File: src/rtl/pllsel_pkg.sv
package pllsel_pkg;
    localparam int M_W      = 8;
    localparam int P_W      = 6;
    localparam int S_W      = 2;
    localparam int PAR_W    = M_W + P_W + S_W;
    localparam int M_LSB    = 0;
    localparam int P_LSB    = M_W;
    localparam int S_LSB    = M_W + P_W;
    localparam int DATA_W   = 32;
    localparam int SRC_LSB  = 28;
    localparam int EN_LSB   = 24;
    localparam int M_BIAS   = 8;
    localparam int P_BIAS   = 2;
    localparam int NUM_W    = M_W + 1;
    localparam int DEN_W    = P_W + 1 + (1 << S_W) - 1;
    localparam int SEL_W    = 3;
    localparam int MHZ_W    = 8;

    typedef enum logic [1:0] {
        CH_PIN_RUN   = 2'b00,
        CH_PIN_GATED = 2'b01,
        CH_REG_RUN   = 2'b10,
        CH_REG_GATED = 2'b11
    } ch_state_e;
endpackage

File: src/rtl/pllsel_bus.sv
module pllsel_bus
    import pllsel_pkg::*;
#(
    parameter int NPLL   = 4,
    parameter int ADDR_W = 4
) (
    input  logic                    clk,
    input  logic                    rst_n,
    input  logic                    bus_wr,
    input  logic [ADDR_W-1:0]       bus_addr,
    input  logic [DATA_W-1:0]       bus_wdata,
    input  logic [NPLL-1:0]         src_q,
    input  logic [NPLL-1:0]         en_q,
    input  logic [NPLL*PAR_W-1:0]   shadow_q,
    output logic                    cfg_wr,
    output logic [NPLL-1:0]         cfg_src,
    output logic [NPLL-1:0]         cfg_en,
    output logic [NPLL-1:0]         par_wr,
    output logic [PAR_W-1:0]        par_wdata,
    output logic [DATA_W-1:0]       bus_rdata
);
    function automatic logic [DATA_W-1:0] live_bits();
        logic [DATA_W-1:0] m;
        m = '0;
        for (int i = 0; i < NPLL; i++) begin
            m[SRC_LSB+i] = 1'b1;
            m[EN_LSB+i]  = 1'b1;
        end
        return m;
    endfunction

    localparam logic [DATA_W-1:0] LIVE_MASK = live_bits();

    assign cfg_wr    = bus_wr && (bus_addr == '0);
    assign cfg_src   = bus_wdata[SRC_LSB +: NPLL];
    assign cfg_en    = bus_wdata[EN_LSB +: NPLL];
    assign par_wdata = bus_wdata[PAR_W-1:0];

    for (genvar g = 0; g < NPLL; g++) begin : g_wr
        assign par_wr[g] = bus_wr && (bus_addr == ADDR_W'(g + 1));
    end

    always_comb begin
        bus_rdata = '0;
        if (bus_addr == '0) begin
            for (int i = 0; i < NPLL; i++) begin
                bus_rdata[SRC_LSB+i] = src_q[i];
                bus_rdata[EN_LSB+i]  = en_q[i];
            end
        end
        for (int i = 0; i < NPLL; i++) begin
            if (bus_addr == ADDR_W'(i + 1)) begin
                bus_rdata[PAR_W-1:0] = shadow_q[i*PAR_W +: PAR_W];
            end
        end
    end

    a_r8_rsvd_zero: assert property (@(posedge clk) disable iff (!rst_n)
        (bus_addr == '0) |-> ((bus_rdata & ~LIVE_MASK) == '0));

    a_r11_unmapped_zero: assert property (@(posedge clk) disable iff (!rst_n)
        (int'(bus_addr) > NPLL) |-> (bus_rdata == '0));
endmodule

File: src/rtl/pllsel_channel.sv
module pllsel_channel
    import pllsel_pkg::*;
(
    input  logic             clk,
    input  logic             rst_n,
    input  logic             cfg_wr,
    input  logic             cfg_src,
    input  logic             cfg_en,
    input  logic             par_wr,
    input  logic [PAR_W-1:0] par_wdata,
    input  logic [M_W-1:0]   strap_m,
    input  logic [P_W-1:0]   strap_p,
    input  logic [S_W-1:0]   strap_s,
    output logic [M_W-1:0]   out_m,
    output logic [P_W-1:0]   out_p,
    output logic [S_W-1:0]   out_s,
    output logic             clk_en,
    output logic             src_reg,
    output logic [PAR_W-1:0] shadow,
    output logic [NUM_W-1:0] ratio_num,
    output logic [DEN_W-1:0] ratio_den
);
    ch_state_e        state, state_nx;
    logic [PAR_W-1:0] applied;
    logic             gated;
    logic [DEN_W-1:0] den_base;

    always_comb begin
        state_nx = state;
        if (cfg_wr) begin
            unique case ({cfg_src, cfg_en})
                2'b00: state_nx = CH_PIN_GATED;
                2'b01: state_nx = CH_PIN_RUN;
                2'b10: state_nx = CH_REG_GATED;
                2'b11: state_nx = CH_REG_RUN;
            endcase
        end
    end

    always_ff @(posedge clk or negedge rst_n) begin
        if (!rst_n) state <= CH_PIN_RUN;
        else        state <= state_nx;
    end

    always_comb begin
        unique case (state)
            CH_PIN_RUN:   begin src_reg = 1'b0; clk_en = 1'b1; gated = 1'b0; end
            CH_PIN_GATED: begin src_reg = 1'b0; clk_en = 1'b0; gated = 1'b1; end
            CH_REG_RUN:   begin src_reg = 1'b1; clk_en = 1'b1; gated = 1'b0; end
            CH_REG_GATED: begin src_reg = 1'b1; clk_en = 1'b0; gated = 1'b1; end
        endcase
    end

    always_ff @(posedge clk or negedge rst_n) begin
        if (!rst_n)      shadow <= '0;
        else if (par_wr) shadow <= par_wdata;
    end

    always_ff @(posedge clk or negedge rst_n) begin
        if (!rst_n)     applied <= '0;
        else if (gated) applied <= par_wr ? par_wdata : shadow;
    end

    always_comb begin
        if (src_reg) begin
            out_m = applied[M_LSB +: M_W];
            out_p = applied[P_LSB +: P_W];
            out_s = applied[S_LSB +: S_W];
        end else begin
            out_m = strap_m;
            out_p = strap_p;
            out_s = strap_s;
        end
    end

    assign ratio_num = NUM_W'(out_m) + NUM_W'(M_BIAS);
    assign den_base  = DEN_W'(out_p) + DEN_W'(P_BIAS);
    assign ratio_den = den_base << out_s;

    a_r2_en_mirror: assert property (@(posedge clk) disable iff (!rst_n)
        cfg_wr |=> (clk_en == $past(cfg_en)) && (src_reg == $past(cfg_src)));

    a_r4_gated_load: assert property (@(posedge clk) disable iff (!rst_n)
        (par_wr && gated) |=> (applied == $past(par_wdata)));

    a_r5_run_hold: assert property (@(posedge clk) disable iff (!rst_n)
        ((state == CH_REG_RUN) && ($past(state) == CH_REG_RUN))
            |-> ($stable(out_m) && $stable(out_p) && $stable(out_s)));

    a_r9_ratio_floor: assert property (@(posedge clk) disable iff (!rst_n)
        (ratio_num >= NUM_W'(M_BIAS)) && (ratio_den >= DEN_W'(P_BIAS)));
endmodule

File: src/rtl/pllsel_freq_decode.sv
module pllsel_freq_decode
    import pllsel_pkg::*;
(
    input  logic [SEL_W-1:0] cpu_sel,
    input  logic [SEL_W-1:0] sysbus_sel,
    output logic [MHZ_W-1:0] cpu_mhz,
    output logic [MHZ_W-1:0] sysbus_mhz
);
    always_comb begin
        unique case (cpu_sel)
            3'd0, 3'd1, 3'd2: cpu_mhz = MHZ_W'(133);
            3'd3:             cpu_mhz = MHZ_W'(125);
            3'd4:             cpu_mhz = MHZ_W'(100);
            3'd5:             cpu_mhz = MHZ_W'(66);
            3'd6:             cpu_mhz = MHZ_W'(50);
            3'd7:             cpu_mhz = MHZ_W'(33);
        endcase
    end

    assign sysbus_mhz = (sysbus_sel == 3'b110) ? MHZ_W'(50) : '0;
endmodule

File: src/rtl/pll_param_ctrl.sv
module pll_param_ctrl
    import pllsel_pkg::*;
#(
    parameter int NPLL   = 4,
    parameter int ADDR_W = 4
) (
    input  logic                  clk,
    input  logic                  rst_n,
    input  logic                  bus_wr,
    input  logic [ADDR_W-1:0]     bus_addr,
    input  logic [31:0]           bus_wdata,
    output logic [31:0]           bus_rdata,
    input  logic [NPLL*8-1:0]     strap_m,
    input  logic [NPLL*6-1:0]     strap_p,
    input  logic [NPLL*2-1:0]     strap_s,
    input  logic [2:0]            cpu_sel,
    input  logic [2:0]            sysbus_sel,
    output logic [NPLL*8-1:0]     pll_m,
    output logic [NPLL*6-1:0]     pll_p,
    output logic [NPLL*2-1:0]     pll_s,
    output logic [NPLL-1:0]       pll_clk_en,
    output logic [NPLL*9-1:0]     ratio_num,
    output logic [NPLL*10-1:0]    ratio_den,
    output logic [7:0]            cpu_mhz,
    output logic [7:0]            sysbus_mhz
);
    logic                    cfg_wr;
    logic [NPLL-1:0]         cfg_src, cfg_en, par_wr, src_q;
    logic [PAR_W-1:0]        par_wdata;
    logic [NPLL*PAR_W-1:0]   shadow_q;

    pllsel_bus #(.NPLL(NPLL), .ADDR_W(ADDR_W)) u_bus (
        .clk       (clk),
        .rst_n     (rst_n),
        .bus_wr    (bus_wr),
        .bus_addr  (bus_addr),
        .bus_wdata (bus_wdata),
        .src_q     (src_q),
        .en_q      (pll_clk_en),
        .shadow_q  (shadow_q),
        .cfg_wr    (cfg_wr),
        .cfg_src   (cfg_src),
        .cfg_en    (cfg_en),
        .par_wr    (par_wr),
        .par_wdata (par_wdata),
        .bus_rdata (bus_rdata)
    );

    for (genvar g = 0; g < NPLL; g++) begin : g_ch
        pllsel_channel u_ch (
            .clk       (clk),
            .rst_n     (rst_n),
            .cfg_wr    (cfg_wr),
            .cfg_src   (cfg_src[g]),
            .cfg_en    (cfg_en[g]),
            .par_wr    (par_wr[g]),
            .par_wdata (par_wdata),
            .strap_m   (strap_m[g*M_W +: M_W]),
            .strap_p   (strap_p[g*P_W +: P_W]),
            .strap_s   (strap_s[g*S_W +: S_W]),
            .out_m     (pll_m[g*M_W +: M_W]),
            .out_p     (pll_p[g*P_W +: P_W]),
            .out_s     (pll_s[g*S_W +: S_W]),
            .clk_en    (pll_clk_en[g]),
            .src_reg   (src_q[g]),
            .shadow    (shadow_q[g*PAR_W +: PAR_W]),
            .ratio_num (ratio_num[g*NUM_W +: NUM_W]),
            .ratio_den (ratio_den[g*DEN_W +: DEN_W])
        );
    end

    pllsel_freq_decode u_freq (
        .cpu_sel    (cpu_sel),
        .sysbus_sel (sysbus_sel),
        .cpu_mhz    (cpu_mhz),
        .sysbus_mhz (sysbus_mhz)
    );
endmodule

File: config.mk
export PLATFORM = sky130hd
export DESIGN_NAME = pll_param_ctrl
export DESIGN_NICKNAME = d
export VERILOG_FILES = /design/src/rtl/pllsel_pkg.sv /design/src/rtl/pllsel_bus.sv /design/src/rtl/pllsel_channel.sv /design/src/rtl/pllsel_freq_decode.sv /design/src/rtl/pll_param_ctrl.sv
export SDC_FILE = /design/constraint.sdc
export NUM_CORES = 1
export LEC_CHECK = 0
export ABC_AREA = 1
export CAP_MARGIN = 10
export CORE_ASPECT_RATIO = 2
export CORE_MARGIN = 3
export CORE_UTILIZATION = 49
export CTS_BUF_LIST = sky130_fd_sc_hd__clkbuf_16
export CTS_CLUSTER_SIZE = 8
export DETAILED_ROUTE_END_ITERATION = 16
export GPL_TIMING_DRIVEN = 0
export PLACE_DENSITY = 0.95
export SLEW_MARGIN = 20
export SYNTH_ARGS = -nofsm -noshare
export SYNTH_HDL_FRONTEND = slang
export SYNTH_SLANG_ARGS = --single-unit
File: constraint.sdc
create_clock -name clk -period 5.7 [get_ports clk]
set_input_delay 1.14 -clock clk [delete_from_list [all_inputs] [get_ports clk]]
set_output_delay 1.14 -clock clk [all_outputs]
set_load 0.005 [all_outputs]
# Yosys cells after proc, flatten, opt, wreduce, memory -nomap -nowiden
# Memories as Yosys holds them, arrays and structs flattened.
# Index checks and enable logic that the tools add are counted.
[word_totals] mem_bits_ro=64 wordCells=122 input_bits=109 output_inout_bits=192 mem_count=1 register_bits=136
[op_classes] eq_ne=29 n_reduce_logical=30 addsub=8 shifts=4 n_mux=38
[mem_list] memory="(no name shown)" depth=8 word_bits=8 rd=1 rd_clocked_by_memory_dff=0 wr=0 line_no="pllsel_freq_decode.sv:10" text="unique case (cpu_sel)"
[ops] cell="16-bit 2-to-1 mux" count=8
[ops] cell="8-bit 2-to-1 mux" count=5
[ops] cell="10-bit by 2-bit left shift with 10-bit output" count=4
[ops] cell="8-bit by 4-bit adder with 9-bit output, second input constant" count=4
[ops] cell="2-bit == test, second input constant" count=16
[ops] cell="2-bit case mux with 4 select lines" count=4
[ops] cell="2-bit OR reduction" count=16
[ops] cell="6-bit 2-to-1 mux" count=5
[ops] cell="6-bit by 2-bit adder with 7-bit output, second input constant" count=4
[ops] cell="1-bit case mux with 2 select lines" count=12
[ops] cell="2-bit by 1-bit == test with 1-bit output, second input constant" count=8
[ops] cell="2-bit zero test" count=8
[ops] cell="4-bit by 2-bit == test with 1-bit output, second input constant" count=2
[ops] cell="2-bit 2-to-1 mux" count=4
[ops] cell="1-bit logical AND" count=5
[ops] cell="4-bit by 1-bit == test with 1-bit output, second input constant" count=1
[ops] cell="4-bit by 3-bit == test with 1-bit output, second input constant" count=1
[ops] cell="4-bit zero test" count=1
[ops] cell="3-bit == test, second input constant" count=1

# Logic depth before layout (Yosys ltp)
# Gate-level depths: netlist (run 1).
[depth] ltp_word=6 depth_mapped=11 ltp_nobuf=10

# By module
# Synthesis (run 1) repeated with hierarchy kept, for this count alone.
[unflattened] cells_unflattened=1136 area_unflattened_um2=8775.9
[modules_own_cells] module="pllsel_channel" cells_each=220 seq_area_each_um2=850.8 n_inst=4 area_each_um2=1870.5
[modules_own_cells] module="pllsel_bus" cells_each=223 seq_area_each_um2=0.0 n_inst=1 area_each_um2=1116.1
[modules_own_cells] module="pllsel_freq_decode" cells_each=33 seq_area_each_um2=0.0 n_inst=1 area_each_um2=177.7

# Worst setup path before layout (run 1)
# Ideal clock, no wire load.
[synth_path] path_type="in2out" startpoint="input port strap_p[14]" endpoint="output port ratio_den[23]" n_path_buf=0 path_stages=7 t_arrival_ps=2117 required_ps=4560 setup_slack_ps=2443 cell_sequence="inv_1 o21ai_0 ha_1 xnor2_1 nand2_1 o21ai_0 o21ai_0"
[synth_via] elab_chain_cells=3
[synth_rtl] element="start, declared" line_no="pll_param_ctrl.sv:14" text="input logic [NPLL*6-1:0] strap_p,"
[synth_rtl] element="6-bit 2-to-1 mux" line_no="pllsel_channel.sv:65" text="if (src_reg) begin"
[synth_rtl] element="named net pll_p[14]" line_no="pll_param_ctrl.sv:19" text="output logic [NPLL*6-1:0] pll_p,"
[synth_rtl] element="6-bit by 2-bit adder with 7-bit output" line_no="pllsel_channel.sv:77" text="assign den_base = DEN_W'(out_p) + DEN_W'(P_BIAS);"
[synth_rtl] element="10-bit by 2-bit left shift with 10-bit output" line_no="pllsel_channel.sv:78" text="assign ratio_den = den_base << out_s;"
[synth_rtl] element="end, declared" line_no="pll_param_ctrl.sv:23" text="output logic [NPLL*10-1:0] ratio_den,"
# The timed path passes the listed nets, and every way through them passes these cells.

# Final worst setup path (run 1)
[layout_path] startpoint="input port bus_addr[3]" endpoint="output port bus_rdata[5]"
[layout_via] elab_chain_cells=5 word_cells_on_any_way=8 cone_classes="eq/ne: 4; mux: 4"
[layout_rtl] element="start, declared" line_no="pll_param_ctrl.sv:10" text="input logic [ADDR_W-1:0] bus_addr,"
[layout_rtl] element="4-bit by 1-bit == test with 1-bit output" line_no="pllsel_bus.sv:52" text="if (bus_addr == ADDR_W'(i + 1)) begin"
[layout_rtl] element="16-bit 2-to-1 mux (3 in a row)" line_no="pllsel_bus.sv:52"
[layout_rtl] element="16-bit 2-to-1 mux (*)" line_no="pllsel_bus.sv:52"
[layout_rtl] element="end, declared" line_no="pll_param_ctrl.sv:12" text="output logic [31:0] bus_rdata,"
# Every way passes the cells marked *; elsewhere a longest branch is shown, timed or not.

==> impl_metrics.tcl, run 1 <==
set metrics [dict create \
    syn-cell-area_um2 7980 \
    status "finished, final reports clean" \
    clockBufferDepth 2 \
    ir_worst_vdd_v 0.000262 \
    startpoint "bus_addr[3]" \
    synth_simple_gate_area_share 0.236 \
    fillers 1137 \
    synthMuxAreaShare 0.00752 \
    mostFrequentLayoutCells "345 x nand2_1, 278 x clkdlybuf4s50_1, 159 x inv_1, 136 x dfrtp_1, 122 x o21ai_0" \
    design.die.area_um2 18000 \
    fp.dieH_um 187 \
    drt-pass1-iter-count 5 \
    grt_pass1_wl_mm 42.4 \
    clock_latency_ns 0.43 \
    ys_seq_elements 136 \
    cpPeakStageDelay_ns 0.51 \
    drt_iter0_markers 430 \
    report.final.slew_viol_count 0 \
    synth_fa_ha_area_frac 0.0157 \
    period_share 0.810 \
    fin_ws_ns 1.08 \
    p_leak_uw 0.00563 \
    gp_congestion 1.07 \
    power_uw 4670 \
    crit_path_max_fanout 10 \
    grt_max_degree 71 \
    finalHoldViolCount 0 \
    tightest_slew_ns 0.706 \
    max_freq_mhz 216 \
    path_class "input port to primary output" \
    path_cells "clkdlybuf4s50_1, nor2_4, nand3_1, buf_2, o22ai_1, a21oi_1, nand2_1, clkdlybuf4s50_1" \
    rsz0062_at_grt "false" \
    synth_top_family_by_area "simple AND/OR/NAND/NOR gates" \
    cts_setup_buffers 0 \
    start_kind "input port" \
    cp_data_arrival_time_ns 3.48 \
    power_density_nw_per_um2 399 \
    cts_num_sinks 136 \
    wl_per_cell_um 16.7 \
    setup-violations-final 0 \
    hold_start "g_ch[0].u_ch.applied[11]" \
    dp_hpwl_mm 21.2 \
    final_common_cell "nand2_1" \
    min_period_ns 4.62 \
    end_kind "primary output" \
    r2r_start "g_ch[3].u_ch.state[0]" \
    numCtsBuffers 17 \
    cts_hold_buf 0 \
    antenna_found_initial 0 \
    tns_ns 0 \
    cts_tree "done" \
    start_util 0.503 \
    n_antenna_cell 0 \
    maxCapViolations 0 \
    cts_resized 0 \
    slew_headroom 0.529 \
    crit_path_top_delay_cell "clkdlybuf4s50_1" \
    h-tree-depth 4 \
    overflow 0 \
    first_global_vias 8462 \
    top_level_ports 301 \
    drive_above_1_share 0.0836 \
    nets 1531 \
    cts_root_buffer "clkbuf_16" \
    ant_nets 0 \
    ys_seq_area_frac 0.426 \
    synth_compound_area_frac 0.165 \
    skew_ns 0.00756 \
    synth_area_per_cell_um2 7.25 \
    dp_slack_ns 1.18 \
    fp-row-count 65 \
    synth_cells 1101 \
    cts.clk_slew.worst_paths_ns 0.06 \
    chipWidth_um 96.3 \
    port_buffers 279 \
    hold_path.class "flip-flop to flip-flop" \
    critical_path.most_common_cell "clkdlybuf4s50_1" \
    grt_use_total 0.308 \
    syn_to_final_growth_pct 46.7 \
    core-area_um2 15900 \
    worst_ep_required_time_ns 4.56 \
    vias 8395 \
    drc 0 \
    synth_warnings 0 \
    viasPerCell 5.17 \
    yosysUniqueCellTypes 33 \
    synthXorXnorAreaFrac 0.0165 \
    routed_wl_mm 27.1 \
]
==> state kept, by name, indices dropped and copies added, names as in the netlist <==
name and count:
g_ch.u_ch.applied 64, g_ch.u_ch.shadow 64, g_ch.u_ch.state 8
==> Yosys cell counts <==
cell      count  share of area
nand2_1     345           0.16
or2_2         1        0.00078
inv_1       157          0.074
buf_4        34          0.032
clkbuf_1     15         0.0071
o211ai_1      3         0.0028
nand2_2       2         0.0016
dfrtp_1     136           0.43
ha_1         10          0.016
nand4_1      10         0.0078
o21ai_0     122          0.076
or2_0         2         0.0016
o21ai_1      36          0.023
nor3b_1       4         0.0038
nor2_2        2         0.0016
nor2_4        2         0.0028
nand3_1      57          0.036
o22ai_1      16          0.013
buf_2        18          0.011
inv_2         8         0.0038
conb_1        1        0.00047
buf_1         5         0.0024
or2_1         1        0.00078
o21a_1       19          0.018
nor3_1        4         0.0025
o21ai_2      19          0.021
a21oi_1      17          0.011
xor2_1        4         0.0044
xnor2_1      11          0.012
o31ai_1       1        0.00094
buf_6         2         0.0028
nor2_1       31          0.015
mux2i_1       6         0.0075
==> cells by family (layout without fill, tap and decap cells) <==
group | Yosys count | count (layout)
AOI/OAI and AO/OA | 233 | 233
xor gates and xnor gates | 15 | 15
adders and majority gates | 10 | 10
buffers and inverters | 239 | 550
DFF | 136 | 136
muxes | 6 | 6
other | 1 | 13
and+or+nand+nor | 461 | 461
==> power by group <==
part           total (µW)  switching (µW)  internal [µW]
Combinational        2180            1100           1080
Sequential           1340             118           1220
Clock                1160             431            725
Total                4670            1640           3030
==> stage by stage <==
step                      cells  hold WS [ns]  area, µm²   util
after global placement     1593         0.466      11100  0.698
after detailed placement   1594         0.466      11100  0.700
after floorplan            1113         0.449       8030      -
final                      1625         0.488      11700  0.739
after CTS                  1625         0.486      11700  0.739
after global routing       1625         0.504      11700  0.739
==> critical path: cells and delay by family <==
kind                   cells  cell delay [ns]
AOI/OAI and AO/OA          2             0.49
and+or+nand+nor            3             0.58
buffers and inverters      3             1.26
==> worst paths after layout <==
| check | to | slack (ns) | cells after the start |
|---|---|---|---|
| min in group asynchronous | g_ch[3].u_ch.applied[1] | 0.66 | 1 |
| worst min register to register | g_ch[0].u_ch.applied[11] | 0.49 | 2 |
| max in group asynchronous | g_ch[1].u_ch.state[0] | 4.32 | 2 |
| worst max-delay path | bus_rdata[5] | 1.08 | 8 |
| worst max register to register | g_ch[3].u_ch.applied[13] | 4.23 | 4 |
| worst min-delay path | g_ch[0].u_ch.applied[11] | 0.49 | 2 |
==> layer usage <==
metal	vias up	routed length (µm)	global-route usage	part of all wire
met5	-	0	0	0
met4	0	1700	0.190	0.063
met3	82	1580	0.0649	0.058
met2	352	14700	0.560	0.54
met1	3876	9130	0.302	0.34
li1	4085	-	-	-
==> cell type report <==
type / instances / area, µm² / area share
Clock inverter: 14 / 184 / 0.0157
Clock buffer: 17 / 425 / 0.0363
Inverter: 165 / 619 / 0.0529
Sequential cell: 136 / 3400 / 0.291
Timing Repair Buffer: 280 / 2830 / 0.241
Multi-Input combinational cell: 738 / 3560 / 0.304
Buffer: 74 / 443 / 0.0378
Tap cell: 201 / 251 / 0.0215
Power figures use the tool's default switching activity.
==> run 2: changes to the inputs <==
--- a/config.mk
+++ b/config.mk
@@ -9,12 +9,12 @@
 export CAP_MARGIN = 10
 export CORE_ASPECT_RATIO = 2
 export CORE_MARGIN = 3
-export CORE_UTILIZATION = 49
+export CORE_UTILIZATION = 45
 export CTS_BUF_LIST = sky130_fd_sc_hd__clkbuf_16
 export CTS_CLUSTER_SIZE = 8
 export DETAILED_ROUTE_END_ITERATION = 16
 export GPL_TIMING_DRIVEN = 0
-export PLACE_DENSITY = 0.95
+export PLACE_DENSITY = 0.92
 export SLEW_MARGIN = 20
 export SYNTH_ARGS = -nofsm -noshare
 export SYNTH_HDL_FRONTEND = slang
==> constraint.sdc (replaced) <==
create_clock -name clk -period 4.4 [get_ports clk]
set_input_delay 0.88 -clock clk [delete_from_list [all_inputs] [get_ports clk]]
set_output_delay 0.88 -clock clk [all_outputs]
set_load 0.005 [all_outputs]
==> run 2 against run 1 <==
  * Flip-flop and latch count unchanged
  * Design area down 0.49%
  * Utilization down 6.7 points
  * Clock skew barely moved
  * Critical path depth is the same
  * Setup slack lost 0.75 ns
  * Routed wire length down 1.1%
  * Global-route usage is 3.0 points lower
  * Sequential power up 29%
  * Total power is 25% higher
  * Combinational power increased by 29%
==> impl_metrics.tcl, run 2 (synthesis gave the netlist of run 1 again) <==
set metrics [dict create \
    port_buffers 279 \
    cts.clk_slew.worst_paths_ns 0.06 \
    period_share 0.925 \
    final_common_cell "nand2_1" \
    nets 1531 \
    slew_headroom 0.588 \
    drt_iter0_markers 467 \
    core-area_um2 17400 \
    internal_power_uw 3750 \
    drive_above_1_share 0.0835 \
    first_global_vias 8617 \
    multi_input_area_um2 3560 \
    pwr-share-clk 0.224 \
    top_regs "g_ch.u_ch.applied (64), g_ch.u_ch.shadow (64), g_ch.u_ch.state (8)" \
    swShare 0.360 \
    power_uw 5850 \
    top_level_ports 301 \
    report.final.slew_viol_count 0 \
    gp_congestion 1.01 \
    max_freq_mhz 246 \
    status "finished, final reports clean" \
    post-place-cells 1603 \
    path_cells "clkdlybuf4s50_1, nor2_4, nand3_1, buf_2, o22ai_1, a21oi_1, nand2_1, clkdlybuf4s50_1" \
    grt_use_total 0.278 \
    tightest_slew_ns 0.618 \
    worst_ep_required_time_ns 3.52 \
    path_class "input port to primary output" \
    cts_root_buffer "clkbuf_16" \
    clockBufferDepth 2 \
    overflow 0 \
    drt-pass1-iter-count 6 \
    skew_ns 0.00765 \
    mostFrequentLayoutCells "345 x nand2_1, 278 x clkdlybuf4s50_1, 159 x inv_1, 136 x dfrtp_1, 122 x o21ai_0" \
    n_antenna_cell 0 \
    fillers 1411 \
    chipWidth_um 100 \
    min_period_ns 4.07 \
    clock_latency_ns 0.43 \
    finalHoldViolCount 0 \
    cts_resized 0 \
    setup-violations-final 0 \
    final_cells 1635 \
    fp-row-count 68 \
    start_kind "input port" \
    cts_tree "done" \
    cts_setup_buffers 0 \
    maxCapViolations 0 \
    crit_path_max_fanout 10 \
    cts_num_sinks 136 \
    cp_data_arrival_time_ns 3.19 \
    numCtsBuffers 17 \
    routed_wl_mm 26.8 \
    ant_nets 0 \
    power_density_nw_per_um2 502 \
    dp_hpwl_mm 21.1 \
    cts_hold_buf 0 \
    start_util 0.460 \
    viasPerCell 5.13 \
    p_leak_uw 0.00559 \
    comb_power_share 0.480 \
    antenna_found_initial 0 \
    critical_path.most_common_cell "clkdlybuf4s50_1" \
    cpPeakStageDelay_ns 0.51 \
    h-tree-depth 4 \
    grt_pass1_wl_mm 42.9 \
    regArea_um2 3400 \
    hold_path.class "input port to asynchronous set/reset pin" \
    crit_path_top_delay_cell "clkdlybuf4s50_1" \
    fp.dieH_um 194 \
    rsz0062_at_grt "false" \
    pwr-share-seq 0.296 \
    ir_worst_vdd_v 0.000322 \
    syn_to_final_growth_pct 46.0 \
    grt_max_degree 73 \
    vias 8384 \
    switching_power_uw 2110 \
    design.die.area_um2 19500 \
    drc 0 \
    end_kind "primary output" \
    wl_per_cell_um 16.4 \
]
[run 2: layer usage]
layer | GRT usage | vias up | wire length [µm]
met5 | 0 | - | 0
met4 | 0.168 | 0 | 1690
met3 | 0.0575 | 78 | 1680
met2 | 0.515 | 335 | 14500
met1 | 0.274 | 3893 | 8970
li1 | - | 4078 | -
[run 2: per-stage QoR]
stage / cell area, µm² / util / hold WS (ns) / setup slack, ns / setup TNS [ns]
4_1_cts: 11700 / 0.672 / 0.401 / 0.412 / 0
3_5_place_dp: 11100 / 0.640 / 0.467 / 0.405 / 0
2_1_floorplan: 8030 / - / 0.449 / 1.66 / 0
5_1_grt: 11700 / 0.672 / 0.424 / 0.238 / 0
6_report: 11700 / 0.672 / 0.378 / 0.329 / 0
3_3_place_gp: 11100 / 0.639 / 0.468 / -2.57 / -347.81
[run 2: final cells by class]
cell class                 count  area share
multi-input combinational    738       0.306
clock inverter                15     0.00988
inverter                     165      0.0531
sequential                   136       0.292
timing repair buffer         280       0.242
clock buffer                  17      0.0365
tap                          210      0.0225
buffer                        74      0.0380
[run 2: power groups by stage]
stage | Sequential, µW | Combinational [µW] | Clock, µW
after floorplan | 1700 | 1400 | 0
after global placement | 1730 | 2730 | 0
after detailed placement | 1740 | 2800 | 0
after CTS | 1730 | 2830 | 1300
after global routing | 1760 | 3120 | 1370
final | 1730 | 2810 | 1310
[run 2: critical path: cells and delay by family]
kind                   cells  cell delay (ns)
AOI/OAI and AO/OA          2             0.49
and+or+nand+nor            3             0.58
buffers and inverters      3             1.24
[run 2: path summary, 6_finish.rpt]
path / slack, ns / from / endpoint / cells past startpoint
worst max register to register: 3.07 / g_ch[3].u_ch.state[0] / g_ch[3].u_ch.applied[8] / 4
worst max-delay path: 0.33 / bus_addr[3] / bus_rdata[5] / 8
worst min register to register: 0.49 / g_ch[0].u_ch.applied[9] / g_ch[0].u_ch.applied[9] / 2
min in group clk: 0.49 / g_ch[0].u_ch.applied[9] / g_ch[0].u_ch.applied[9] / 2
max in group asynchronous: 3.31 / rst_n / g_ch[1].u_ch.shadow[15] / 2
worst min-delay path: 0.38 / rst_n / g_ch[0].u_ch.applied[1] / 1
==> run 3: changes to the inputs <==
--- a/config.mk
+++ b/config.mk
@@ -5,16 +5,15 @@
 export SDC_FILE = /design/constraint.sdc
 export NUM_CORES = 1
 export LEC_CHECK = 0
-export ABC_AREA = 1
 export CAP_MARGIN = 10
 export CORE_ASPECT_RATIO = 2
 export CORE_MARGIN = 3
-export CORE_UTILIZATION = 45
+export CORE_UTILIZATION = 46
 export CTS_BUF_LIST = sky130_fd_sc_hd__clkbuf_16
 export CTS_CLUSTER_SIZE = 8
 export DETAILED_ROUTE_END_ITERATION = 16
 export GPL_TIMING_DRIVEN = 0
-export PLACE_DENSITY = 0.92
+export PLACE_DENSITY = 0.93
 export SLEW_MARGIN = 20
 export SYNTH_ARGS = -nofsm -noshare
 export SYNTH_HDL_FRONTEND = slang
==> run 3 against run 2 <==
  * Clock skew is 0.0037 ns higher
  * Sequential share of layout area down 1.6 points
  * Hold slack got worse by 0.0042 ns
  * Final cell count is 19% lower
  * Critical path depth fell by 1
  * Clock power grew 23%
  * Synthesized cell count fell by 28%
  * Fmax is 3.9% lower
  * Clock-buffer cell count increased by 8
  * Total power up 19%
  * Highest routed layer unchanged
==> impl_metrics.tcl, run 3 <==
set metrics [dict create \
    status "finished, final reports clean" \
    p_leak_uw 0.00534 \
    gp_congestion 0.904 \
    path_class "input port to primary output" \
    maxCapViolations 0 \
    start_util 0.473 \
    fp.dieH_um 198 \
    period_share 0.963 \
    h-tree-depth 4 \
    wl_per_cell_um 20.3 \
    drive_above_1_share 0.242 \
    hold_path.class "input port to asynchronous set/reset pin" \
    ir_worst_vdd_v 0.000383 \
    synth_edf_count 0 \
    ant_nets 0 \
    first_global_vias 7921 \
    rsz0062_at_grt "false" \
    slew_headroom 0.286 \
    fin_util 0.691 \
    crit_path_max_fanout 16 \
    ys_seq_elements 136 \
    fp-row-count 69 \
    chipWidth_um 102 \
    worst_ep_required_time_ns 3.52 \
    max_freq_mhz 236 \
    report.final.slew_viol_count 0 \
    cts_num_sinks 136 \
    ff2ff_path_depth 3 \
    port_buffers 277 \
    synthArstFlopShare 1.00 \
    cts_root_buffer "clkbuf_16" \
    numCtsBuffers 25 \
    fillers 1228 \
    clock_latency_ns 0.46 \
    final_common_cell "clkdlybuf4s50_1" \
    top_level_ports 301 \
    grt_pass1_wl_mm 41.8 \
    drc 0 \
    grt_use_total 0.265 \
    finalHoldViolCount 0 \
    viasPerCell 5.63 \
    cts_tree "done" \
    grt_max_degree 72 \
    top_regs "g_ch.u_ch.applied (64), g_ch.u_ch.shadow (64), g_ch.u_ch.state (8)" \
    post-place-cells 1294 \
    skew_ns 0.0114 \
    drt-pass1-iter-count 7 \
    power_density_nw_per_um2 566 \
    setup-violations-final 0 \
    overflow 0 \
    synth_common_cells "159 x mux2_2, 136 x dfrtp_1, 40 x nor2_1" \
    vias 7486 \
    nets 1229 \
    drt_iter0_markers 339 \
    synth_cells 791 \
    min_period_ns 4.24 \
    synth_warnings 0 \
    end_kind "primary output" \
    synth_ff_type "dfrtp_1" \
    synth_top_area_frac 0.403 \
    synth_area_leaders "dfrtp_1 40%, mux2_2 21%, mux2i_1 4.6%" \
    cp_data_arrival_time_ns 3.36 \
    yosysUniqueCellTypes 64 \
    cts_hold_buf 0 \
    clockBufferDepth 3 \
    final_cells 1330 \
    antenna_found_initial 1 \
    ys_seq_area_frac 0.403 \
    synth_area_per_cell_um2 10.7 \
    design.die.area_um2 20100 \
    routed_wl_mm 27.0 \
    syn_to_final_growth_pct 46.1 \
    core-area_um2 17900 \
    dp_hpwl_mm 20.8 \
    mostFrequentLayoutCells "276 x clkdlybuf4s50_1, 159 x mux2_2, 136 x dfrtp_1, 40 x inv_1, 40 x nor2_1" \
    hold_slack_ns 0.373 \
    start_kind "input port" \
    yosysMostFrequentCell "mux2_2" \
    syn-cell-area_um2 8450 \
    synth_top_area_cell "dfrtp_1" \
    tightest_slew_ns 1.06 \
    cts.clk_slew.worst_paths_ns 0.05 \
]
-- run 3: cell count changes in the layout (fill, tap and decap cells not counted), sizes merged, moves of 8 or more --
cell and delta:
inv -126, nand3 -37, and2 +11, mux2 +169, clkbuf +12, mux2i +34
o21ai -142, o22ai -13, nand4b +10, a211oi +14, nand2 -308, and3 +8
-- run 3: critical path: stages --
cell	delay, ns
clkdlybuf4s50_1	0.58
buf_2	0.26
nor3b_4	0.27
nand2_1	0.42
nor2_1	0.28
o21ai_0	0.17
clkdlybuf4s50_1	0.48
-- run 3: worst paths after layout --
path / start / endpoint / slack (ns)
max: bus_addr[0] / bus_rdata[11] / 0.16
min: rst_n / g_ch[2].u_ch.shadow[2] / 0.37
max reg2reg: g_ch[3].u_ch.state[0] / g_ch[3].u_ch.applied[11] / 2.51
min reg2reg: g_ch[1].u_ch.applied[0] / g_ch[1].u_ch.applied[0] / 0.51
max in group asynchronous: rst_n / g_ch[3].u_ch.shadow[14] / 3.34
min in group clk: g_ch[1].u_ch.applied[0] / g_ch[1].u_ch.applied[0] / 0.51
-- run 3: layer usage --
layer	vias up	wire, µm	track usage
met5	-	0	0
met4	0	1620	0.163
met2	314	14900	0.492
li1	3444	-	-
met1	3654	9100	0.269
met3	74	1440	0.0382
-- run 3: per-stage QoR --
stage | power [µW] | cell area [µm²] | TNS (ns) | setup WS (ns)
floorplan | 3620 | 8490 | 0 | 1.23
global placement | 5220 | 11500 | -360.09 | -2.65
detailed placement | 5310 | 11600 | -0.951 | -0.162
CTS | 6970 | 12300 | 0 | 0.00404
global route | 7370 | 12300 | 0 | 0.0150
finish | 6990 | 12300 | 0 | 0.164
-- run 3: power by group --
| group | internal [µW] | leakage [µW] | switching, µW |
|---|---|---|---|
| Clock | 1060 | 0.000345 | 547 |
| Sequential | 1690 | 0.00167 | 332 |
| Combinational | 1960 | 0.00333 | 1400 |
| Total | 4710 | 0.00534 | 2280 |
-- run 3: layout make-up --
type,count,area [µm²],share of cell area
multi-input combinational,555,4560,0.369
timing repair buffer,281,2830,0.229
clock inverter,8,58.8,0.00476
antenna,1,2.50,0.000203
buffer,70,445,0.0361
clock buffer,25,626,0.0507
sequential,136,3400,0.276
inverter,41,154,0.0125
tap,213,267,0.0216
-- run 3: kinds of logic (layout without fill, tap and decap cells) --
group,Yosys count,after routing,synth area share
mux,210,210,0.280
flops,136,136,0.403
buf+inv,112,425,0.0687
fa+ha+maj,10,10,0.0148
xor+xnor,21,21,0.0218
compound gates,118,118,0.0900
simple gates,183,183,0.121
other cells,1,14,0.000444
-- run 3: timing repair --
item / CTS / global route
setup endpoints to repair: 17 / 13
gates resized for setup: 6 / 17
buffers inserted: 2 / 1
